--- config.mk ---
export PLATFORM = sky130hd
export DESIGN_NAME = eoi_throttle
export DESIGN_NICKNAME = d
export VERILOG_FILES = /design/src/rtl/eoi_throttle_pkg.sv /design/src/rtl/eoi_scan_fsm.sv /design/src/rtl/storm_counter_bank.sv /design/src/rtl/sweep_timer.sv /design/src/rtl/eoi_throttle.sv
export SDC_FILE = /design/constraint.sdc
export NUM_CORES = 1
export LEC_CHECK = 0
export ABC_AREA = 1
export BUFFER_PORTS_ARGS = -buffer_cell sky130_fd_sc_hd__buf_2
export CAP_MARGIN = 20
export CORE_ASPECT_RATIO = 1.5
export CORE_MARGIN = 4
export CORE_UTILIZATION = 50
export CTS_CLUSTER_SIZE = 16
export DETAILED_ROUTE_END_ITERATION = 16
export PLACE_DENSITY = 0.79
export SLEW_MARGIN = 25
export SYNTH_ARGS = -nofsm -noshare
export SYNTH_HDL_FRONTEND = slang
export SYNTH_HIERARCHICAL = 1
export SYNTH_SLANG_ARGS = --single-unit
--- constraint.sdc ---
create_clock -name clk -period 3.72 [get_ports clk]
set_input_delay 0.558 -clock clk [delete_from_list [all_inputs] [get_ports clk]]
set_output_delay 0.558 -clock clk [all_outputs]
set_load 0.01 [all_outputs]
--- src/rtl/eoi_throttle_pkg.sv ---
package eoi_throttle_pkg;
    typedef enum logic [0:0] {
        ST_IDLE = 1'b0,
        ST_SCAN = 1'b1
    } scan_state_t;
endpackage

--- src/rtl/eoi_scan_fsm.sv ---
module eoi_scan_fsm
    import eoi_throttle_pkg::*;
#(
    parameter int NPINS = 24,
    parameter int VEC_W = 8,
    localparam int IDX_W = (NPINS > 1) ? $clog2(NPINS) : 1
) (
    input  logic                     clk,
    input  logic                     rst_n,
    input  logic                     eoi_valid,
    input  logic [VEC_W-1:0]         eoi_vector,
    input  logic                     eoi_level,
    input  logic                     eoi_suppress,
    input  logic [NPINS*VEC_W-1:0]   ent_vector,
    output logic                     eoi_ready,
    output logic                     busy,
    output logic [IDX_W-1:0]         scan_idx,
    output logic                     hit,
    output logic                     clear_en
);
    localparam logic [IDX_W-1:0] LAST_IDX = IDX_W'(NPINS - 1);

    scan_state_t        state, state_nx;
    logic [VEC_W-1:0]   vec_q;
    logic               lvl_q;
    logic               sup_q;
    logic               accept;

    assign accept = eoi_valid && (state == ST_IDLE);

    // state register and notice latch
    always_ff @(posedge clk) begin
        if (!rst_n) begin
            state    <= ST_IDLE;
            scan_idx <= '0;
            vec_q    <= '0;
            lvl_q    <= 1'b0;
            sup_q    <= 1'b0;
        end else begin
            state <= state_nx;
            if (accept) begin
                vec_q <= eoi_vector;
                lvl_q <= eoi_level;
                sup_q <= eoi_suppress;
            end
            if (state == ST_SCAN && scan_idx != LAST_IDX)
                scan_idx <= scan_idx + 1'b1;
            else
                scan_idx <= '0;
        end
    end

    // transitions: accept, finish
    always_comb begin
        state_nx = state;
        unique case (state)
            ST_IDLE: if (eoi_valid)            state_nx = ST_SCAN;
            ST_SCAN: if (scan_idx == LAST_IDX) state_nx = ST_IDLE;
        endcase
    end

    // outputs
    always_comb begin
        eoi_ready = 1'b0;
        busy      = 1'b0;
        hit       = 1'b0;
        clear_en  = 1'b0;
        unique case (state)
            ST_IDLE: eoi_ready = 1'b1;
            ST_SCAN: begin
                busy     = 1'b1;
                hit      = (ent_vector[int'(scan_idx)*VEC_W +: VEC_W] == vec_q);
                clear_en = hit && lvl_q && !sup_q;
            end
        endcase
    end

    assert_accept_busy_R9: assert property (@(posedge clk) disable iff (!rst_n)
        (eoi_valid && eoi_ready) |=> (busy && !eoi_ready));

    assert_scan_continues_R9: assert property (@(posedge clk) disable iff (!rst_n)
        (busy && scan_idx != LAST_IDX) |=> (busy && scan_idx == $past(scan_idx) + 1'b1));

    assert_clear_needs_hit_R3: assert property (@(posedge clk) disable iff (!rst_n)
        clear_en |-> (hit && busy));
endmodule

--- src/rtl/storm_counter_bank.sv ---
module storm_counter_bank #(
    parameter int NPINS       = 24,
    parameter int STORM_LIMIT = 10000,
    localparam int IDX_W = (NPINS > 1) ? $clog2(NPINS) : 1,
    localparam int CNT_W = $clog2(STORM_LIMIT + 1)
) (
    input  logic             clk,
    input  logic             rst_n,
    input  logic             upd,
    input  logic [IDX_W-1:0] idx,
    input  logic             eligible,
    output logic             storm_hit,
    output logic             redo_now
);
    logic [CNT_W-1:0] cnt [NPINS];
    logic [CNT_W-1:0] cnt_sel;

    always_comb begin
        cnt_sel = '0;
        for (int i = 0; i < NPINS; i++)
            if (idx == IDX_W'(i)) cnt_sel = cnt[i];
    end

    assign storm_hit = upd && eligible && ((cnt_sel + 1'b1) == CNT_W'(STORM_LIMIT));
    assign redo_now  = upd && eligible && !storm_hit;

    for (genvar g = 0; g < NPINS; g++) begin : g_cnt
        always_ff @(posedge clk) begin
            if (!rst_n)
                cnt[g] <= '0;
            else if (upd && idx == IDX_W'(g)) begin
                if (!eligible || storm_hit)
                    cnt[g] <= '0;
                else
                    cnt[g] <= cnt[g] + 1'b1;
            end
        end

        assert_cnt_below_limit_R5: assert property (@(posedge clk) disable iff (!rst_n)
            cnt[g] < CNT_W'(STORM_LIMIT));
    end

    assert_ineligible_zero_R4: assert property (@(posedge clk) disable iff (!rst_n)
        (upd && !eligible) |=> (cnt_sel == '0 || idx != $past(idx)));
endmodule

--- src/rtl/sweep_timer.sv ---
module sweep_timer #(
    parameter int SWEEP_DELAY = 2500000,
    localparam int TW = $clog2(SWEEP_DELAY + 1)
) (
    input  logic clk,
    input  logic rst_n,
    input  logic arm,
    output logic fire
);
    logic [TW-1:0] remain;
    logic          running;

    assign running = (remain != '0);
    assign fire    = (remain == TW'(1));

    always_ff @(posedge clk) begin
        if (!rst_n)
            remain <= '0;
        else if (running)
            remain <= remain - 1'b1;
        else if (arm)
            remain <= TW'(SWEEP_DELAY);
    end

    assert_no_restart_R7: assert property (@(posedge clk) disable iff (!rst_n)
        (running && arm) |=> (remain == $past(remain) - 1'b1));

    assert_arm_loads_R6: assert property (@(posedge clk) disable iff (!rst_n)
        (!running && arm) |=> (remain == TW'(SWEEP_DELAY)));
endmodule

--- src/rtl/eoi_throttle.sv ---
module eoi_throttle #(
    parameter int NPINS       = 24,
    parameter int VEC_W       = 8,
    parameter int STORM_LIMIT = 10000,
    parameter int SWEEP_DELAY = 2500000
) (
    input  logic                   clk,
    input  logic                   rst_n,
    input  logic                   eoi_valid,
    output logic                   eoi_ready,
    input  logic [VEC_W-1:0]       eoi_vector,
    input  logic                   eoi_level,
    input  logic                   eoi_suppress,
    input  logic [NPINS*VEC_W-1:0] ent_vector,
    input  logic [NPINS-1:0]       ent_level,
    input  logic [NPINS-1:0]       ent_mask,
    input  logic [NPINS-1:0]       ent_remote,
    input  logic [NPINS-1:0]       pin_pending,
    output logic                   busy,
    output logic [NPINS-1:0]       ack_pulse,
    output logic [NPINS-1:0]       remote_clr,
    output logic [NPINS-1:0]       redeliver
);
    localparam int IDX_W = (NPINS > 1) ? $clog2(NPINS) : 1;

    logic [IDX_W-1:0] scan_idx;
    logic             hit, clear_en;
    logic             eligible, storm_hit, redo_now;
    logic             sweep_fire;
    logic [NPINS-1:0] scan_redo;
    logic [NPINS-1:0] sweep_set;

    eoi_scan_fsm #(.NPINS(NPINS), .VEC_W(VEC_W)) u_fsm (
        .clk          (clk),
        .rst_n        (rst_n),
        .eoi_valid    (eoi_valid),
        .eoi_vector   (eoi_vector),
        .eoi_level    (eoi_level),
        .eoi_suppress (eoi_suppress),
        .ent_vector   (ent_vector),
        .eoi_ready    (eoi_ready),
        .busy         (busy),
        .scan_idx     (scan_idx),
        .hit          (hit),
        .clear_en     (clear_en)
    );

    assign eligible = !ent_mask[scan_idx] && pin_pending[scan_idx];

    storm_counter_bank #(.NPINS(NPINS), .STORM_LIMIT(STORM_LIMIT)) u_storm (
        .clk       (clk),
        .rst_n     (rst_n),
        .upd       (clear_en),
        .idx       (scan_idx),
        .eligible  (eligible),
        .storm_hit (storm_hit),
        .redo_now  (redo_now)
    );

    sweep_timer #(.SWEEP_DELAY(SWEEP_DELAY)) u_timer (
        .clk   (clk),
        .rst_n (rst_n),
        .arm   (storm_hit),
        .fire  (sweep_fire)
    );

    for (genvar g = 0; g < NPINS; g++) begin : g_pin
        assign ack_pulse[g]  = hit      && (scan_idx == IDX_W'(g));
        assign remote_clr[g] = clear_en && (scan_idx == IDX_W'(g));
        assign scan_redo[g]  = redo_now && (scan_idx == IDX_W'(g));
    end

    assign sweep_set = sweep_fire ? (ent_level & pin_pending & ~ent_remote) : '0;
    assign redeliver = scan_redo | sweep_set;

    assert_single_ack_R1: assert property (@(posedge clk) disable iff (!rst_n)
        $onehot0(ack_pulse));

    assert_clr_within_ack_R3: assert property (@(posedge clk) disable iff (!rst_n)
        (remote_clr & ~ack_pulse) == '0);

    assert_redo_after_clr_R4: assert property (@(posedge clk) disable iff (!rst_n)
        (scan_redo & ~remote_clr) == '0);

    assert_idle_quiet_R2: assert property (@(posedge clk) disable iff (!rst_n)
        !busy |-> (ack_pulse == '0 && remote_clr == '0));
endmodule

==> results.yml, run 1 <==
yosys:
  yosysUniqueCellTypes: 49
  synth-seq-cells: 374
  synth_edf_count: 336
  synth_most_common_cell: "nand2_1"
  synth_top_cell_area_share: 0.3844
  syn-cell-area_um2: 26250
  synth_top_cell_by_area: "edfxtp_1"
  yosysWarningCount: 6
  ys.flop_type: "edfxtp_1"
  synth.area.top_cells: "edfxtp_1, nand2_1, nor2_1"
  synth-seq-area-share: 0.4134
  syn_area_per_cell_um2: 7.628
  async_flop_share: 0
  synth_cells: 3441
  synth_fp_nets: 3769
  synth_commonest_cells: "nand2_1, nor2_1, inv_1"
critical_path:
  crit_path_end_kind: "output pin"
  cp_data_arrival_time_ns: 4.06
  cp.required_ns: 3.16
  cp_slowest_stage_delay_ns: 0.37
  crit_top_cell: "nand2_1"
  cp_max_fo: 6
  crit_type: "reg -> out"
  crit_slowest_cell: "dfxtp_4"
  critPathLaunchType: "flop"
sta:
  finalCritPeriodShare: 1.241
  setup_slack_ns: -0.8960
  slew_headroom: 0.4543
  skew_ns: 0.02519
  tightest_slew_ns: 0.8185
  setup_tns_ns: -48.46
  rsz0062_at_grt: "true"
  setup-violations-final: 283
  period_minus_slack_ns: 4.616
  slew_viol_final: 0
  hold_violations: 0
  max_freq_mhz: 216.6
min_path:
  holdCritPathClass: "in -> reg"
place:
  placed_cell_area_um2: 30120
  routabilityCongestion: 1.107
  io_buffers: 374
  hpwl_um: 76350
global_routing:
  grt_max_degree: 64
  grt.overflow.total: 0
  grt_first_pass_wirelength_um: 145000
  grt_usage: 0.3320
  grt_pass1_vias: 25091
  antenna_found_initial: 16
cts:
  cts.path.max_buffers: 3
  htree_levels: 2
  clock_latency_ns: 0.55
  cts_buffers: 39
  cts.reportedPaths.clkPinSlew_ns: 0.06
  root_buffer: "clkbuf_16"
  cts_tree: "done"
  clock_sinks: 374
die:
  die_w_um: 195.1
  initial_core_util: 0.5066
  die_area_um2: 56300
  core_um2: 51810
  rows: 102
  die_h_um: 288.6
  num_io_pins: 375
routing:
  antenna_left: 0
  vias: 26547
  routedWlPerCell_um: 21.03
  drtIter0Drc: 2972
  routed_via_density: 5.629
  totalWireLength_um: 99170
  firstDrtPassIters: 6
  drc: 0
pwr:
  vdd_drop_max_mv: 0.4216
  powerDensity_nw_per_um2: 355.4
  leakagePower_nw: 13.82
status:
  outcome: "finished with violations"
  failed_checks: "negative setup slack"
run:
  drv_cap: 0
layout:
  design_area_um2: 32310
  nets: 4325
  synthToLayoutAreaGrowth_pct: 23.08
  fillCellCount: 4523
  drive_gt1_frac: 0.2360
-- final timing paths --
kind,slack (ns),cells past startpoint,start,to
hold / removal,0.29,3,eoi_level,u_fsm/lvl_q
setup reg to reg,-0.10,30,u_fsm/scan_idx[1],u_storm/cnt[1][44]
setup / recovery,-0.90,30,u_fsm/scan_idx[1],redeliver[9]
hold reg to reg,0.46,2,u_fsm/sup_q,u_fsm/sup_q
-- power by group --
part | total (mW) | switching, mW | internal [mW]
registers | 5.09 | 0.273 | 4.82
logic | 2.32 | 1.47 | 0.849
clock network | 4.07 | 1.71 | 2.36
total | 11.5 | 3.45 | 8.03
-- flip-flops by register name, indices dropped and copies added, names as in the netlist --
| register | flops |
|---|---|
| u_fsm/lvl_q | 1 |
| u_fsm/scan_idx | 5 |
| u_fsm/state | 1 |
| u_fsm/sup_q | 1 |
| u_fsm/vec_q | 8 |
| u_storm/cnt | 336 |
| u_timer/remain | 22 |
-- cell families after synthesis --
logic type,Yosys count,share of synthesized area
flip-flops,374,0.4134
adder cells (fa/ha/maj),27,0.01287
XOR/XNOR,280,0.09343
AND/OR/NAND/NOR,1992,0.3409
buffers and inverters,529,0.08876
AO/OA/AOI/OAI,239,0.05067
-- layout by cell type (no fill, tap or decap), drive strengths merged, types with 48 or more instances in the layout --
cell type	n
buf	626
a21oi	48
xnor2	78
nor3	66
xor2	202
nand2	714
o21ai	132
clkbuf	48
inv	415
nand3	287
edfxtp	336
nand4	83
nor2	776
-- stage by stage --
step	setup slack [ns]	util	hold slack (ns)	cells	power, mW
3_3_place_gp	-0.4652	0.5812	0.4402	4608	7.268
5_1_grt	-1.096	0.6234	0.3344	4713	11.94
3_5_place_dp	-0.4872	0.5812	0.4424	4608	7.302
2_1_floorplan	-0.07497	-	0.4293	3441	6.545
6_report	-0.8960	0.6235	0.2934	4716	11.48
4_1_cts	-0.7774	0.6171	0.2843	4693	11.40
-- final cells by class --
class                   count  area [um2]  share of cell area
clock inverters            23       295.3            0.009140
well taps                 676       845.8             0.02618
inverters                 415        1579             0.04887
clock buffers              46        1002             0.03102
flip-flops and latches    374       10860              0.3362
diodes                     15       37.54            0.001162
repair buffers            629        4163              0.1288
multi-input cells        2538       13520              0.4186
-- metal layers --
layer | track usage | wire length (um) | up-vias
met2 | 0.5537 | 46550 | 1536
met1 | 0.4142 | 37520 | 12432
met4 | 0.1530 | 5059 | 4
met5 | 0 | 29 | -
li1 | - | - | 12277
met3 | 0.07107 | 10020 | 298
-- critical path, delay by kind of cell (launching register included) --
kind                   cells  cell delay [ns]
AOI/OAI and AO/OA          2             0.26
buffers and inverters      7             0.80
DFF                        1             0.37
and+or+nand+nor           21             2.07
-- timing repair --
action / CTS / global route
setup buffers: 15 / 8
pin swaps: 27 / 37
gates cloned: 2 / 2
resized for setup: 93 / 56
hold buffers: 0 / 0
endpoints found under the setup margin: 749 / 754
Note: power is estimated with default switching activity, not from simulation.
==> run 2: changes to the inputs <==
Settings changed: PLACE_DENSITY 0.79 to 0.72.
==> run 2 against run 1 <==
  * The run still ends with negative setup slack left
  * Maximum frequency is 1.2% higher
  * Setup slack better by 0.054 ns
  * Non-clock buffer count is 56 higher
  * Clock power hardly changed
  * Critical endpoint is now redeliver[0]
  * Largest cell class unchanged
  * Highest routed layer unchanged
==> results.yml, run 2 (same netlist as run 1, synthesis figures left out) <==
routing:
  drtIter0Drc: 2881
  drc: 0
  routed_via_density: 5.599
  antenna_left: 0
  firstDrtPassIters: 7
  routedWlPerCell_um: 22.06
  totalWireLength_um: 105700
  vias: 26829
global_routing:
  grt_pass1_vias: 25316
  grt_max_degree: 52
  grt_first_pass_wirelength_um: 150800
  grt.overflow.total: 0
  antenna_found_initial: 23
  grt_usage: 0.3481
critical_path:
  cp.required_ns: 3.16
  r2r-start: "u_fsm/scan_idx[0]"
  cp-endpoint: "redeliver[0]"
  cp_max_fo: 13
  crit_top_cell: "nand2_1"
  critPathLaunchType: "flop"
  startpoint: "u_fsm/scan_idx[0]"
  ff2ff_setup_slack_ns: -0.02
  cp_slowest_stage_delay_ns: 0.38
  crit_type: "reg -> out"
  cp.buffers_inverters: 8
  crit_slowest_cell: "dfxtp_4"
  cp_num_cells: 31
  cp_top_family: "simple AND/OR/NAND/NOR gates"
  r2r.worst_path.cells: 23
  crit_path_end_kind: "output pin"
  cp_data_arrival_time_ns: 4.00
  rr_endpoint: "u_storm/cnt[0][44]"
sta:
  setup_slack_ns: -0.8419
  rsz0062_at_grt: "true"
  slew_headroom: 0.5715
  hold_violations: 0
  setup-violations-final: 73
  finalCritPeriodShare: 1.226
  fin_hold_ws_ns: 0.2830
  max_freq_mhz: 219.2
  period_minus_slack_ns: 4.562
  tightest_slew_ns: 0.6411
  skew_ns: 0.02340
  slew_viol_final: 0
layout:
  design_area_um2: 34530
  largest_registers: "u_storm/cnt: 336 flops, u_timer/remain: 22 flops, u_fsm/vec_q: 8 flops"
  drive_gt1_frac: 0.2891
  nets: 4399
  final_cell_mix: "nand2_1, nor2_1, inv_1, buf_2, edfxtp_1"
  fillCellCount: 4416
  largest_register_ffs: 336
  regMostFlops: "u_storm/cnt"
  final_common_cell: "nand2_1"
  final_util: 0.6665
  synthToLayoutAreaGrowth_pct: 31.57
die:
  die_area_um2: 56300
  die_h_um: 288.6
  initial_core_util: 0.5066
  die_w_um: 195.1
  rows: 102
  num_io_pins: 375
  core_um2: 51810
min_path:
  holdCritPathClass: "in -> reg"
cts:
  cts_tree: "done"
  clock_latency_ns: 0.57
  cts_buffers: 40
  htree_levels: 2
  clock_sinks: 374
  cts.reportedPaths.clkPinSlew_ns: 0.06
  cts.path.max_buffers: 3
  root_buffer: "clkbuf_16"
status:
  failed_checks: "negative setup slack"
  outcome: "finished with violations"
place:
  io_buffers: 374
  hpwl_um: 80410
  routabilityCongestion: 1.083
  dpl_worst_slack_ns: -0.3984
  placed_cell_area_um2: 30300
pwr:
  leakagePower_nw: 14.44
  finalPower_mw: 11.61
  powerDensity_nw_per_um2: 336.1
  vdd_drop_max_mv: 0.4615
run:
  drv_cap: 0
-- run 2: changes by cell type in the layout (fill, tap and decap cells not counted), sizes merged --
cell / before / now
clkbuf: 48 / 59
nand3: 287 / 303
clkinvlp: 4 / 3
buf: 626 / 674
bufinv: 6 / 4
clkinv: 13 / 20
inv: 415 / 410
diode: 15 / 17
-- run 2: cell type report --
type | instances | area (um2) | share of cell area
Timing Repair Buffer | 685 | 5364 | 0.1553
Clock inverter | 21 | 222.7 | 0.006449
Timing Repair inverter | 1 | 7.507 | 0.0002174
Tap cell | 676 | 845.8 | 0.02449
Inverter | 415 | 1598 | 0.04627
Clock buffer | 49 | 1077 | 0.03119
Multi-Input combinational cell | 2554 | 14510 | 0.4201
Antenna cell | 17 | 42.54 | 0.001232
Sequential cell | 374 | 10870 | 0.3147
-- run 2: repair_timing --
item,4_1_cts,5_1_grt
resized for setup,163,318
setup endpoints to repair,121,418
pin swaps,39,95
gates cloned,13,25
setup buffers,21,32
hold buffers,0,0
-- run 2: worst reg2reg max path: cells and delay by family (launching register included) --
family / cells / cell delay [ns]
AOI/OAI and AO/OA: 2 / 0.25
and+or+nand+nor: 10 / 1.59
buffers and inverters: 11 / 1.37
DFF: 1 / 0.40
-- run 2: per-stage QoR --
| stage | cells | setup TNS [ns] |
|---|---|---|
| 3_3_place_gp | 4619 | -6.879 |
| 5_1_grt | 4791 | -72.21 |
| 3_5_place_dp | 4619 | -8.385 |
| 2_1_floorplan | 3441 | -4.198 |
| 6_report | 4792 | -39.70 |
| 4_1_cts | 4722 | -35.87 |
-- run 2: worst min-delay path by stage --
stage / from / to / slack, ns / cells after the start
after floorplan: u_fsm/sup_q / u_fsm/sup_q / 0.43 / 2
after global placement: u_fsm/vec_q[6] / u_fsm/vec_q[6] / 0.46 / 2
after global routing: eoi_level / u_fsm/lvl_q / 0.31 / 3
after detailed placement: u_fsm/vec_q[4] / u_fsm/vec_q[4] / 0.46 / 2
after CTS: eoi_level / u_fsm/lvl_q / 0.26 / 3
final: eoi_level / u_fsm/lvl_q / 0.28 / 3
-- run 2: per-layer routing --
metal  vias up  global-route usage  part of all wire
li1      12469                   -                 -
met1     12604              0.4314              0.37
met2      1440              0.5923              0.48
met3       308             0.06640             0.093
met4         8              0.1556             0.052
met5         -                   0           0.00047
-- run 2: where the power goes --
group | internal, mW | switching, mW
Sequential | 4.81 | 0.276
Clock | 2.34 | 1.72
Combinational | 0.930 | 1.53
